--- src/rtl/pwm_fifo_pkg.sv ---
package pwm_fifo_pkg;
  localparam int A_TCTRL  = 0;
  localparam int A_PERIOD = 1;
  localparam int A_DUTY   = 2;
  localparam int A_CHCTRL = 3;
  localparam int A_STATUS = 4;

  // timer control bits
  localparam int TC_SRST    = 0;
  localparam int TC_EN      = 1;
  localparam int TC_UD      = 2;
  localparam int TC_OVFIE   = 3;
  localparam int TC_GIE     = 4;
  localparam int TC_PRE_LSB = 16;
  // duty register bits
  localparam int DU_OVR_EN  = 16;
  localparam int DU_OVR_LVL = 17;
  // channel control bits
  localparam int CC_FIFO    = 0;
  localparam int CC_ACT_LSB = 1;
  localparam int CC_EVTIE   = 4;
  localparam int CC_EMPIE   = 5;
  // status bits
  localparam int ST_FULL    = 0;
  localparam int ST_EMPTY   = 1;
  localparam int ST_OVFP    = 2;
  localparam int ST_MATCHP  = 3;
  localparam int ST_EMPP    = 4;

  typedef enum logic [2:0] {
    ACT_LOW      = 3'd0,
    ACT_HIGH     = 3'd1,
    ACT_BELOW_HI = 3'd2,
    ACT_BELOW_LO = 3'd3,
    ACT_TOGGLE   = 3'd4
  } act_e;
endpackage

--- src/rtl/pwm_tick_counter.sv ---
module pwm_tick_counter #(
  parameter int CNT_W = 16,
  parameter int PRE_W = 12
) (
  input  logic             clk_i,
  input  logic             rst_ni,
  input  logic             clr_i,
  input  logic             en_i,
  input  logic             updown_i,
  input  logic [PRE_W-1:0] presc_i,
  input  logic [CNT_W-1:0] period_i,
  output logic [CNT_W-1:0] cnt_o,
  output logic             tick_o,
  output logic             wrap_o
);
  logic [PRE_W-1:0] pre_q;
  logic [CNT_W-1:0] cnt_q;
  logic             up_q;

  assign tick_o = en_i && (pre_q >= presc_i);
  assign wrap_o = tick_o && (updown_i ? (!up_q && cnt_q == '0) : (cnt_q >= period_i));
  assign cnt_o  = cnt_q;

  always_ff @(posedge clk_i or negedge rst_ni) begin
    if (!rst_ni) begin
      pre_q <= '0;
      cnt_q <= '0;
      up_q  <= 1'b1;
    end else if (clr_i || !en_i) begin
      pre_q <= '0;
      cnt_q <= '0;
      up_q  <= 1'b1;
    end else begin
      pre_q <= tick_o ? '0 : pre_q + 1'b1;
      if (tick_o) begin
        if (!updown_i) begin
          cnt_q <= (cnt_q >= period_i) ? '0 : cnt_q + 1'b1;
        end else if (up_q) begin
          if (cnt_q >= period_i) begin
            up_q  <= 1'b0;
            cnt_q <= cnt_q - 1'b1;
          end else begin
            cnt_q <= cnt_q + 1'b1;
          end
        end else if (cnt_q == '0) begin
          up_q  <= 1'b1;
          cnt_q <= CNT_W'(1);
        end else begin
          cnt_q <= cnt_q - 1'b1;
        end
      end
    end
  end
endmodule

--- src/rtl/pwm_duty_fifo.sv ---
module pwm_duty_fifo #(
  parameter int W     = 16,
  parameter int DEPTH = 8,
  localparam int PTR_W = (DEPTH > 1) ? $clog2(DEPTH) : 1,
  localparam int FC_W  = $clog2(DEPTH + 1)
) (
  input  logic            clk_i,
  input  logic            rst_ni,
  input  logic            clr_i,
  input  logic            push_i,
  input  logic [W-1:0]    wdata_i,
  input  logic            pop_i,
  output logic [W-1:0]    rdata_o,
  output logic            full_o,
  output logic            empty_o,
  output logic [FC_W-1:0] count_o
);
  logic [W-1:0]     mem_q [DEPTH];
  logic [PTR_W-1:0] wr_ptr_q, rd_ptr_q;
  logic [FC_W-1:0]  cnt_q;
  logic             push_ok, pop_ok;

  assign full_o  = (cnt_q == FC_W'(DEPTH));
  assign empty_o = (cnt_q == '0);
  assign count_o = cnt_q;
  assign rdata_o = mem_q[rd_ptr_q];
  assign push_ok = push_i && !full_o;
  assign pop_ok  = pop_i && !empty_o;

  function automatic logic [PTR_W-1:0] nxt(input logic [PTR_W-1:0] p);
    return (p == PTR_W'(DEPTH - 1)) ? '0 : p + 1'b1;
  endfunction

  always_ff @(posedge clk_i or negedge rst_ni) begin
    if (!rst_ni) begin
      wr_ptr_q <= '0;
      rd_ptr_q <= '0;
      cnt_q    <= '0;
    end else if (clr_i) begin
      wr_ptr_q <= '0;
      rd_ptr_q <= '0;
      cnt_q    <= '0;
    end else begin
      if (push_ok) wr_ptr_q <= nxt(wr_ptr_q);
      if (pop_ok)  rd_ptr_q <= nxt(rd_ptr_q);
      if (push_ok && !pop_ok)      cnt_q <= cnt_q + 1'b1;
      else if (pop_ok && !push_ok) cnt_q <= cnt_q - 1'b1;
    end
  end

  for (genvar i = 0; i < DEPTH; i++) begin : g_mem
    always_ff @(posedge clk_i or negedge rst_ni) begin
      if (!rst_ni)                                       mem_q[i] <= '0;
      else if (push_ok && wr_ptr_q == PTR_W'(i) && !clr_i) mem_q[i] <= wdata_i;
    end
  end
endmodule

--- src/rtl/pwm_cmp_out.sv ---
module pwm_cmp_out
  import pwm_fifo_pkg::*;
#(
  parameter int CNT_W = 16
) (
  input  logic             clk_i,
  input  logic             rst_ni,
  input  logic             clr_i,
  input  logic [2:0]       act_i,
  input  logic [CNT_W-1:0] cnt_i,
  input  logic [CNT_W-1:0] duty_i,
  input  logic             match_i,
  input  logic             ovr_en_i,
  input  logic             ovr_lvl_i,
  output logic             pwm_o
);
  logic tgl_q;
  logic lvl;

  always_ff @(posedge clk_i or negedge rst_ni) begin
    if (!rst_ni)                                    tgl_q <= 1'b0;
    else if (clr_i)                                 tgl_q <= 1'b0;
    else if (match_i && act_e'(act_i) == ACT_TOGGLE) tgl_q <= !tgl_q;
  end

  always_comb begin
    case (act_e'(act_i))
      ACT_HIGH:     lvl = 1'b1;
      ACT_BELOW_HI: lvl = (cnt_i < duty_i);
      ACT_BELOW_LO: lvl = !(cnt_i < duty_i);
      ACT_TOGGLE:   lvl = tgl_q;
      default:      lvl = 1'b0;
    endcase
  end

  assign pwm_o = ovr_en_i ? ovr_lvl_i : lvl;
endmodule

--- src/rtl/pwm_fifo_channel.sv ---
module pwm_fifo_channel
  import pwm_fifo_pkg::*;
#(
  parameter int CNT_W      = 16,
  parameter int PRE_W      = 12,
  parameter int FIFO_DEPTH = 8,
  parameter int ADDR_W     = 3,
  parameter int DATA_W     = 32,
  localparam int FC_W      = $clog2(FIFO_DEPTH + 1)
) (
  input  logic              clk_i,
  input  logic              rst_ni,
  input  logic              wr_en_i,
  input  logic [ADDR_W-1:0] addr_i,
  input  logic [DATA_W-1:0] wdata_i,
  output logic [DATA_W-1:0] rdata_o,
  output logic              pwm_o,
  output logic              irq_o
);
  logic             srst_q, en_q, updown_q, ovf_ie_q, gie_q;
  logic [PRE_W-1:0] presc_q;
  logic [CNT_W-1:0] period_q, shadow_q, duty_act_q;
  logic             ovr_en_q, ovr_lvl_q;
  logic             fifo_mode_q, evt_ie_q, emp_ie_q;
  logic [2:0]       act_q;
  logic             ovf_p_q, match_p_q, emp_p_q;

  logic [CNT_W-1:0] cnt, fifo_rdata, wr_duty_val;
  logic             tick, wrap, match;
  logic             fifo_full, fifo_empty;
  logic [FC_W-1:0]  fifo_cnt;
  logic             wr_tctrl, wr_period, wr_duty, wr_chctrl, wr_status;
  logic             duty_ok, push, pop, emp_set;
  logic             unused_wdata;

  assign wr_tctrl    = wr_en_i && addr_i == ADDR_W'(A_TCTRL);
  assign wr_period   = wr_en_i && addr_i == ADDR_W'(A_PERIOD);
  assign wr_duty     = wr_en_i && addr_i == ADDR_W'(A_DUTY);
  assign wr_chctrl   = wr_en_i && addr_i == ADDR_W'(A_CHCTRL);
  assign wr_status   = wr_en_i && addr_i == ADDR_W'(A_STATUS);
  assign wr_duty_val = wdata_i[CNT_W-1:0];
  assign duty_ok     = wr_duty_val <= period_q;
  assign push        = wr_duty && duty_ok && fifo_mode_q;
  assign pop         = en_q && wrap && fifo_mode_q;
  assign match       = tick && (cnt == duty_act_q);
  assign emp_set     = pop && !fifo_empty && (fifo_cnt == FC_W'(1)) && !push;
  assign unused_wdata = ^wdata_i;

  pwm_tick_counter #(.CNT_W(CNT_W), .PRE_W(PRE_W)) u_cnt (
    .clk_i, .rst_ni, .clr_i(srst_q), .en_i(en_q), .updown_i(updown_q),
    .presc_i(presc_q), .period_i(period_q), .cnt_o(cnt), .tick_o(tick), .wrap_o(wrap)
  );

  pwm_duty_fifo #(.W(CNT_W), .DEPTH(FIFO_DEPTH)) u_fifo (
    .clk_i, .rst_ni, .clr_i(srst_q), .push_i(push), .wdata_i(wr_duty_val), .pop_i(pop),
    .rdata_o(fifo_rdata), .full_o(fifo_full), .empty_o(fifo_empty), .count_o(fifo_cnt)
  );

  pwm_cmp_out #(.CNT_W(CNT_W)) u_out (
    .clk_i, .rst_ni, .clr_i(srst_q), .act_i(act_q), .cnt_i(cnt), .duty_i(duty_act_q),
    .match_i(match), .ovr_en_i(ovr_en_q), .ovr_lvl_i(ovr_lvl_q), .pwm_o
  );

  always_ff @(posedge clk_i or negedge rst_ni) begin
    if (!rst_ni) begin
      srst_q <= 1'b0; en_q <= 1'b0; updown_q <= 1'b0; ovf_ie_q <= 1'b0; gie_q <= 1'b0;
      presc_q <= '0; period_q <= '1; shadow_q <= '0;
      ovr_en_q <= 1'b0; ovr_lvl_q <= 1'b0;
      fifo_mode_q <= 1'b0; act_q <= 3'd0; evt_ie_q <= 1'b0; emp_ie_q <= 1'b0;
    end else begin
      srst_q <= wr_tctrl && wdata_i[TC_SRST];
      if (wr_tctrl) begin
        en_q     <= wdata_i[TC_EN];
        updown_q <= wdata_i[TC_UD];
        ovf_ie_q <= wdata_i[TC_OVFIE];
        gie_q    <= wdata_i[TC_GIE];
        presc_q  <= wdata_i[TC_PRE_LSB +: PRE_W];
      end
      if (wr_period && wdata_i[CNT_W-1:0] != '0) period_q <= wdata_i[CNT_W-1:0];
      if (wr_duty) begin
        ovr_en_q  <= wdata_i[DU_OVR_EN];
        ovr_lvl_q <= wdata_i[DU_OVR_LVL];
        if (duty_ok && !fifo_mode_q) shadow_q <= wr_duty_val;
      end
      if (wr_chctrl) begin
        fifo_mode_q <= wdata_i[CC_FIFO];
        act_q       <= wdata_i[CC_ACT_LSB +: 3];
        evt_ie_q    <= wdata_i[CC_EVTIE];
        emp_ie_q    <= wdata_i[CC_EMPIE];
      end
    end
  end

  // active duty and sticky flags (set wins over clear)
  always_ff @(posedge clk_i or negedge rst_ni) begin
    if (!rst_ni) begin
      duty_act_q <= '0;
      ovf_p_q <= 1'b0; match_p_q <= 1'b0; emp_p_q <= 1'b0;
    end else if (srst_q) begin
      duty_act_q <= '0;
      ovf_p_q <= 1'b0; match_p_q <= 1'b0; emp_p_q <= 1'b0;
    end else begin
      if (!en_q) begin
        if (!fifo_mode_q) duty_act_q <= shadow_q;
      end else if (wrap) begin
        if (!fifo_mode_q)     duty_act_q <= shadow_q;
        else if (!fifo_empty) duty_act_q <= fifo_rdata;
      end
      ovf_p_q   <= wrap    || (ovf_p_q   && !(wr_status && wdata_i[ST_OVFP]));
      match_p_q <= match   || (match_p_q && !(wr_status && wdata_i[ST_MATCHP]));
      emp_p_q   <= emp_set || (emp_p_q   && !(wr_status && wdata_i[ST_EMPP]));
    end
  end

  assign irq_o = (ovf_p_q && ovf_ie_q && gie_q) || (match_p_q && evt_ie_q) || (emp_p_q && emp_ie_q);

  always_comb begin
    rdata_o = '0;
    case (addr_i)
      ADDR_W'(A_TCTRL): begin
        rdata_o[TC_SRST]  = srst_q;
        rdata_o[TC_EN]    = en_q;
        rdata_o[TC_UD]    = updown_q;
        rdata_o[TC_OVFIE] = ovf_ie_q;
        rdata_o[TC_GIE]   = gie_q;
        rdata_o[TC_PRE_LSB +: PRE_W] = presc_q;
      end
      ADDR_W'(A_PERIOD): rdata_o[CNT_W-1:0] = period_q;
      ADDR_W'(A_DUTY): begin
        rdata_o[CNT_W-1:0]  = shadow_q;
        rdata_o[DU_OVR_EN]  = ovr_en_q;
        rdata_o[DU_OVR_LVL] = ovr_lvl_q;
      end
      ADDR_W'(A_CHCTRL): begin
        rdata_o[CC_FIFO]           = fifo_mode_q;
        rdata_o[CC_ACT_LSB +: 3]   = act_q;
        rdata_o[CC_EVTIE]          = evt_ie_q;
        rdata_o[CC_EMPIE]          = emp_ie_q;
      end
      ADDR_W'(A_STATUS): begin
        rdata_o[ST_FULL]   = fifo_full;
        rdata_o[ST_EMPTY]  = fifo_empty;
        rdata_o[ST_OVFP]   = ovf_p_q;
        rdata_o[ST_MATCHP] = match_p_q;
        rdata_o[ST_EMPP]   = emp_p_q;
      end
      default: rdata_o = '0;
    endcase
  end
endmodule

--- config.mk ---
export PLATFORM = sky130hd
export DESIGN_NAME = pwm_fifo_channel
export DESIGN_NICKNAME = d
export VERILOG_FILES = /design/src/rtl/pwm_fifo_pkg.sv /design/src/rtl/pwm_tick_counter.sv /design/src/rtl/pwm_duty_fifo.sv /design/src/rtl/pwm_cmp_out.sv /design/src/rtl/pwm_fifo_channel.sv
export SDC_FILE = /design/constraint.sdc
export NUM_CORES = 1
export LEC_CHECK = 0
export BUFFER_PORTS_ARGS = -buffer_cell sky130_fd_sc_hd__buf_2
export CORE_ASPECT_RATIO = 1.1
export CORE_MARGIN = 2
export CORE_UTILIZATION = 34
export CTS_CLUSTER_DIAMETER = 200
export DETAILED_ROUTE_END_ITERATION = 6
export GPL_ROUTABILITY_DRIVEN = 1
export PLACE_DENSITY = 0.51
export SLEW_MARGIN = 30
export SYNTH_ARGS = -nofsm -noshare
export SYNTH_HDL_FRONTEND = slang
export SYNTH_SLANG_ARGS = --single-unit
--- constraint.sdc ---
create_clock -name clk_i -period 6.46 [get_ports clk_i]
set_input_delay 0.323 -clock clk_i [delete_from_list [all_inputs] [get_ports clk_i]]
set_output_delay 0.323 -clock clk_i [all_outputs]
set_load 0.1 [all_outputs]
==> impl_metrics.csv, run 1 <==
group,metric,value,unit
sta,hold_slack,0.0309,ns
grt,grt_pass1_wl,56.4,mm
synthesis,yosys_warnings,0,
clock_tree,numCtsBuffers,28,
power,ir_worst_vdd,0.000187,V
synthesis,ys_seq_area_share,44.8,%
clock_tree,clk_pin_slew,0.06,ns
synthesis,synthTopCellsByArea,"dfrtp_1 42%, mux2_2 7.8%, ha_1 6.8%",
grt,grt-ovfl-total,0,
sta,maxSlewHeadroom,36.1,%
outcome,status,"complete, no violations",
drt,vias,9367,
worst_setup_path,slowest_delay,0.65,ns
synthesis,ys_ff_latch,244,
drt,avgViaCountPerCell,5.31,
grt,grt_pass1_vias,9887,
sta,min_period,3.97,ns
drt,wire_per_inst,19.9,µm
sta,setup_violations,0,
sta,slew_viol_final,0,
sta,rsz0062_at_grt,"false",
sta,worstMarginPinSlew,0.958,ns
sta,max_freq,252,MHz
clock_tree,clkSinkCount,244,
placed_design,dp_hpwl,23.5,mm
drt,totalWireLength,35.0,mm
worst_setup_path,path_delay_family,"simple AND/OR/NAND/NOR gates",
run,max-cap-violations,0,
synthesis,syn-cell-area,13700,µm²
floorplanning,fp-row-count,77,
power,finalPower,4.66,mW
clock_tree,postCtsSetupRepairBufs,0,
synthesis,synth.distinct_cells,72,
synthesis,synthMostInstantiatedCell,"dfrtp_1",
grt,track_usage,17.0,%
sta,fin_skew,0.0180,ns
clock_tree,cts_tree,"built",
power,internal_power,3.22,mW
synthesis,synth_top_cell_area_share,41.5,%
power,power.share.combinational,21.9,%
worst_setup_path,cp-start-kind,"flip-flop",
grt,grt_max_degree,110,
layout,final_cells,1763,
drt,drt_pass1_iterations,4,
sta,final.period_utilization,61.5,%
worst_setup_path,endpoint_kind,"flip-flop",
floorplanning,die_y,214,µm
synthesis,syn_avg_cell_area,11.5,µm²
power,p_switching,1.44,mW
layout,drive_above_1_share,24.2,%
clock_tree,clkLatencyLatePin,0.56,ns
synthesis,synthArstFlopShare,100,%
layout,final_nets,1341,
synthesis,synth_flop_cell,"dfrtp_1",
placed_design,dp.cells,1701,
power,leakage,7.25,nW
power,seq_power_share,41.5,%
drt,drtAntennaViolNets,0,
power,switching_share,30.9,%
worst_setup_path,critPathRequiredTime,6.90,ns
drt,initialDrtViolationCount,436,
drt,drcViolationCount,0,
layout,fillers,3819,
worst_hold_path,min_path_type,"input pin to flip-flop",
placed_design,place_congestion,0.779,
sta,hold_viol,0,
power,powerDensity,301,nW/µm²
floorplanning,core,40000,µm²
floorplanning,start_util,34.2,%
floorplanning,ioPinCount,72,
worst_setup_path,critPathSlowestCell,"and2_2",
floorplanning,dieWidth,195,µm
clock_tree,cts_root_buf,"clkbuf_16",
synthesis,synth_area_leader_cell,"dfrtp_1",
synthesis,synth_edf_count,0,
worst_setup_path,worstSetupPathType,"flip-flop to flip-flop",
sta,tns,0,ns
placed_design,portBuffers,63,
worst_setup_path,path_cells,"inv_1, ha_1, nand4_1, nor4_1, nand2_1, and2_1, nor3_4, and2_2, mux2_2",
layout,area_growth_syn_to_layout,13.3,%
worst_setup_path,crit_arrival,4.42,ns
clock_tree,clockBufferDepth,3,
floorplanning,die-area,41800,µm²
worst_setup_path,crit_buf_inv,1,
synthesis,synth_cells,1188,
power,clkPwrFrac,36.6,%
synthesis,yosys-top-cells-count,"227 x dfrtp_1, 95 x mux2_2, 91 x nor2_1",
clock_tree,htreeDepth,1,
worst_setup_path,worstPathMaxFanout,16,
grt,antenna_found_initial,0,
[path summary, 6_finish.rpt]
check / to / startpoint / slack, ns / cells past startpoint
worst min-delay path: presc_q[1] / wdata_i[17] / 0.03 / 3
worst max register to register: u_fifo.mem_q[76] / period_q[11] / 2.49 / 9
worst min register to register: u_fifo.mem_q[72] / u_fifo.mem_q[72] / 0.48 / 1
min in group asynchronous: u_fifo.mem_q[93] / rst_ni / 0.40 / 2
worst max-delay path: u_fifo.mem_q[76] / period_q[11] / 2.49 / 9
max in group asynchronous: u_cnt.pre_q[8] / rst_ni / 4.65 / 3
[layout make-up]
class / instances / area, µm² / share of cell area [%]
Timing Repair Buffer: 88 / 544 / 3.51
Multi-Input combinational cell: 806 / 6940 / 44.8
Sequential cell: 244 / 6130 / 39.6
Inverter: 61 / 229 / 1.48
Clock inverter: 13 / 179 / 1.15
Tap cell: 513 / 642 / 4.14
Clock buffer: 37 / 826 / 5.33
Antenna cell: 1 / 2.50 / 0.0162
[cell usage in the layout (no fill, tap or decap), types with 12 or more instances in the layout]
cell type    n
nor4_1      13
inv_1       61
a21oi_1     52
nor2_1      91
clkbuf_16   29
nand4_1     17
ha_1        74
nand3_1     25
nand2_1     49
dfrtp_1    226
nor2b_1     13
nor3_1      12
o21ai_0     38
mux2i_1     38
mux2_1      74
buf_4       13
mux2_2      95
and2_1      17
a22o_1      13
dfstp_2     17
mux4_2      33
buf_2       62
[sequential cells by signal (all words and copies together) (netlist names), 3 cells and up]
register,cells
act_q,3
duty_act_q,16
period_q,16
presc_q,12
shadow_q,16
u_cnt.cnt_o,16
u_cnt.pre_q,12
u_fifo.count_o,4
u_fifo.mem_q,128
u_fifo.rd_ptr_q,3
u_fifo.wr_ptr_q,3
[kinds of logic (layout without fill, tap and decap cells)]
| family | count (synthesis) | in the layout | share of synthesized area [%] |
|---|---|---|---|
| AO/OA/AOI/OAI | 181 | 181 | 8.72 |
| XOR/XNOR | 18 | 18 | 1.15 |
| adder cells (fa/ha/maj) | 74 | 74 | 6.77 |
| buffers and inverters | 141 | 199 | 4.64 |
| flip-flops | 244 | 244 | 44.8 |
| multiplexers | 247 | 247 | 22.9 |
| other | 1 | 5 | 0.0274 |
| AND/OR/NAND/NOR | 282 | 282 | 11.0 |
[routing by layer]
layer / track usage [%] / routed length [µm] / vias to the layer above / share of wire, %
met2: 30.5 / 17800 / 120 / 51
li1: - / - / 4392 / -
met5: 0 / 0 / - / 0
met1: 21.6 / 15400 / 4804 / 44
met4: 5.14 / 851 / 0 / 2.4
met3: 1.84 / 941 / 51 / 2.7
[power groups by stage]
stage	Clock [mW]	Combinational, mW	Sequential [mW]
after floorplan	0	0.797	1.89
after global placement	0	1.01	1.96
after detailed placement	0	1.02	1.96
after CTS	1.76	1.03	1.94
after global routing	1.81	1.14	1.97
final	1.71	1.02	1.94
[per-stage QoR]
stage,utilization (%),area [µm²],setup slack (ns)
after floorplan,-,13700,3.02
after global placement,35.9,14400,1.79
after detailed placement,36.0,14400,2.12
after CTS,38.7,15500,2.50
after global routing,38.7,15500,2.29
final,38.7,15500,2.49
[timing repair]
action | 4_1_cts | 5_1_grt
hold endpoints to repair | 112 | 0
hold buffers | 11 | 0
gates resized for setup | 0 | 0
[worst min-delay path, stage by stage]
cell,delay (ns)
buf_2,0.09
nand2_1,0.05
o21ai_0,0.07
Power figures use the tool's default switching activity.
==> inputs of run 2 (changes only) <==
--- a/config.mk
+++ b/config.mk
@@ -12,7 +12,7 @@
 export CTS_CLUSTER_DIAMETER = 200
 export DETAILED_ROUTE_END_ITERATION = 6
 export GPL_ROUTABILITY_DRIVEN = 1
-export PLACE_DENSITY = 0.51
+export PLACE_DENSITY = 0.53
 export SLEW_MARGIN = 30
 export SYNTH_ARGS = -nofsm -noshare
 export SYNTH_HDL_FRONTEND = slang
==> constraint.sdc (replaced) <==
create_clock -name clk_i -period 3.5 [get_ports clk_i]
set_input_delay 0.175 -clock clk_i [delete_from_list [all_inputs] [get_ports clk_i]]
set_output_delay 0.175 -clock clk_i [all_outputs]
set_load 0.1 [all_outputs]
==> impl_metrics.csv, run 2 (same netlist as run 1, synthesis figures left out) <==
group,metric,value,unit
outcome,status,"complete, no violations",
drt,drcViolationCount,0,
placed_design,place_congestion,0.810,
placed_design,dpl_cell_area,14800,µm²
layout,antenna_cells,0,
drt,avgViaCountPerCell,5.27,
sta,setup_violations,0,
grt,antenna_found_initial,0,
grt,track_usage,17.3,%
drt,totalWireLength,35.6,mm
worst_setup_path,endpoint_kind,"output pin",
worst_setup_path,reg2reg_depth,11,
clock_tree,clkSinkCount,244,
worst_setup_path,path_cells,"buf_4, ha_1, nor2b_1, o21a_1, o21a_1, o211ai_1, a21boi_0, o31ai_1, mux2i_1, nand2_1, buf_2",
placed_design,portBuffers,63,
grt,grt-ovfl-total,0,
clock_tree,clk_pin_slew,0.06,ns
sta,rsz0062_at_grt,"false",
sta,min_period,3.30,ns
sta,final.period_utilization,94.2,%
worst_setup_path,rr_endpoint,"u_fifo.mem_q[8]",
sta,tns,0,ns
sta,hold_slack,0.0328,ns
layout,drive_above_1_share,26.1,%
layout,largest_register_ffs,128,
layout,multi_input_area,6940,µm²
floorplanning,fp-row-count,77,
floorplanning,ioPinCount,72,
placed_design,dp_hpwl,24.7,mm
grt,grt_pass1_wl,56.6,mm
worst_setup_path,worstSetupPathType,"flip-flop to output pin",
floorplanning,die-area,41800,µm²
grt,grt_max_degree,107,
run,max-cap-violations,0,
grt,grt_pass1_vias,9784,
floorplanning,core,40000,µm²
power,powerDensity,523,nW/µm²
worst_hold_path,min_path_type,"input pin to flip-flop",
worst_setup_path,setup.worst_path.start,"u_cnt.cnt_o[1]",
layout,layout_commonest_cell,"dfrtp_1",
worst_setup_path,crit_arrival,3.12,ns
drt,vias,9511,
worst_setup_path,cp-start-kind,"flip-flop",
layout,final_cell_mix,"226 x dfrtp_1, 95 x mux2_2, 90 x nor2_1, 74 x mux2_1, 74 x ha_1",
clock_tree,clockBufferDepth,3,
drt,drtAntennaViolNets,0,
drt,drt_pass1_iterations,4,
layout,top_register,"u_fifo.mem_q",
layout,seqCellArea,6130,µm²
layout,fillers,3814,
placed_design,place_ws,0.105,ns
worst_setup_path,endpoint,"pwm_o",
worst_setup_path,critPathSlowestCell,"buf_2",
layout,final_nets,1384,
sta,worstMarginPinSlew,0.900,ns
worst_setup_path,crit_path_frequent_cell,"o21a_1",
sta,fin_skew,0.0179,ns
worst_setup_path,slowest_delay,0.43,ns
layout,utilization,39.6,%
sta,fin_ws,0.202,ns
sta,slew_viol_final,0,
clock_tree,numCtsBuffers,27,
clock_tree,htreeDepth,1,
clock_tree,cts_tree,"built",
clock_tree,cts_root_buf,"clkbuf_16",
power,leakage,7.45,nW
drt,wire_per_inst,19.7,µm
worst_setup_path,r2r_setup_slack,0.24,ns
floorplanning,start_util,34.2,%
worst_setup_path,r2r-start,"period_q[7]",
worst_setup_path,critPathRequiredTime,3.32,ns
drt,initialDrtViolationCount,550,
power,ir_worst_vdd,0.000427,V
clock_tree,clkLatencyLatePin,0.57,ns
sta,hold_viol,0,
layout,area_growth_syn_to_layout,15.8,%
layout,stdcell_area,15800,µm²
sta,maxSlewHeadroom,39.9,%
floorplanning,dieWidth,195,µm
worst_setup_path,worstPathMaxFanout,7,
sta,max_freq,303,MHz
floorplanning,die_y,214,µm
[run 2: cell count changes in the layout (fill, tap and decap cells not counted), sizes merged]
cell | before | now
clkinvlp | 1 | 2
diode | 1 | 0
clkbuf | 37 | 38
inv | 61 | 62
dlygate4sd3 | 11 | 14
bufinv | 4 | 0
buf | 77 | 118
[run 2: what timing repair did]
item                                    CTS  global route
endpoints found under the hold margin   114             0
setup buffers                             0             2
resized for setup                         0             1
endpoints found under the setup margin    0            33
hold buffers                             14             0
[run 2: critical path: cells and delay by family (launching register included)]
kind                       cells  cell delay, ns
AOI/OAI and AO/OA              5            0.94
adders and majority gates      1            0.28
buffers and inverters          2            0.59
DFF                            1            0.37
muxes                          1            0.13
and+or+nand+nor                2            0.23
[run 2: final cells by class]
type                    count  area share (%)
flip-flops and latches    244            38.7
clock buffers              38            4.97
repair buffers            132            6.50
multi-input cells         806            43.8
inverters                  61            1.45
clock inverters            11           0.522
well taps                 513            4.05
[run 2: how the worst min path moves through the flow]
stage | startpoint | endpoint | depth (start not counted)
after floorplan | rst_ni | act_q[0] | 0
after global placement | rst_ni | u_fifo.mem_q[108] | 1
after detailed placement | rst_ni | u_fifo.mem_q[108] | 1
after CTS | wdata_i[6] | u_fifo.mem_q[38] | 2
after global routing | wdata_i[8] | u_fifo.mem_q[88] | 2
final | wdata_i[9] | u_fifo.mem_q[57] | 2
[run 2: layer usage]
metal  global-route usage (%)  routed length [µm]  up-vias
li1                         -                   -     4481
met4                     4.73                 758        0
met5                        0                   0        -
met2                     31.0               18300      143
met1                     22.0               15500     4847
met3                     1.90                 998       40
[run 2: stage by stage]
step	power, mW	std cells
CTS	8.38	1803
finish	8.28	1805
global route	8.73	1805
global placement	5.48	1740
detailed placement	5.53	1740
floorplan	4.97	1191
[run 2: report_power, final]
group | leakage, nW | total [mW] | switching, mW | internal [mW]
Combinational | 3.78 | 1.91 | 1.14 | 0.772
Clock | 0.430 | 2.79 | 1.22 | 1.58
Sequential | 3.24 | 3.57 | 0.324 | 3.25
Total | 7.45 | 8.28 | 2.68 | 5.60
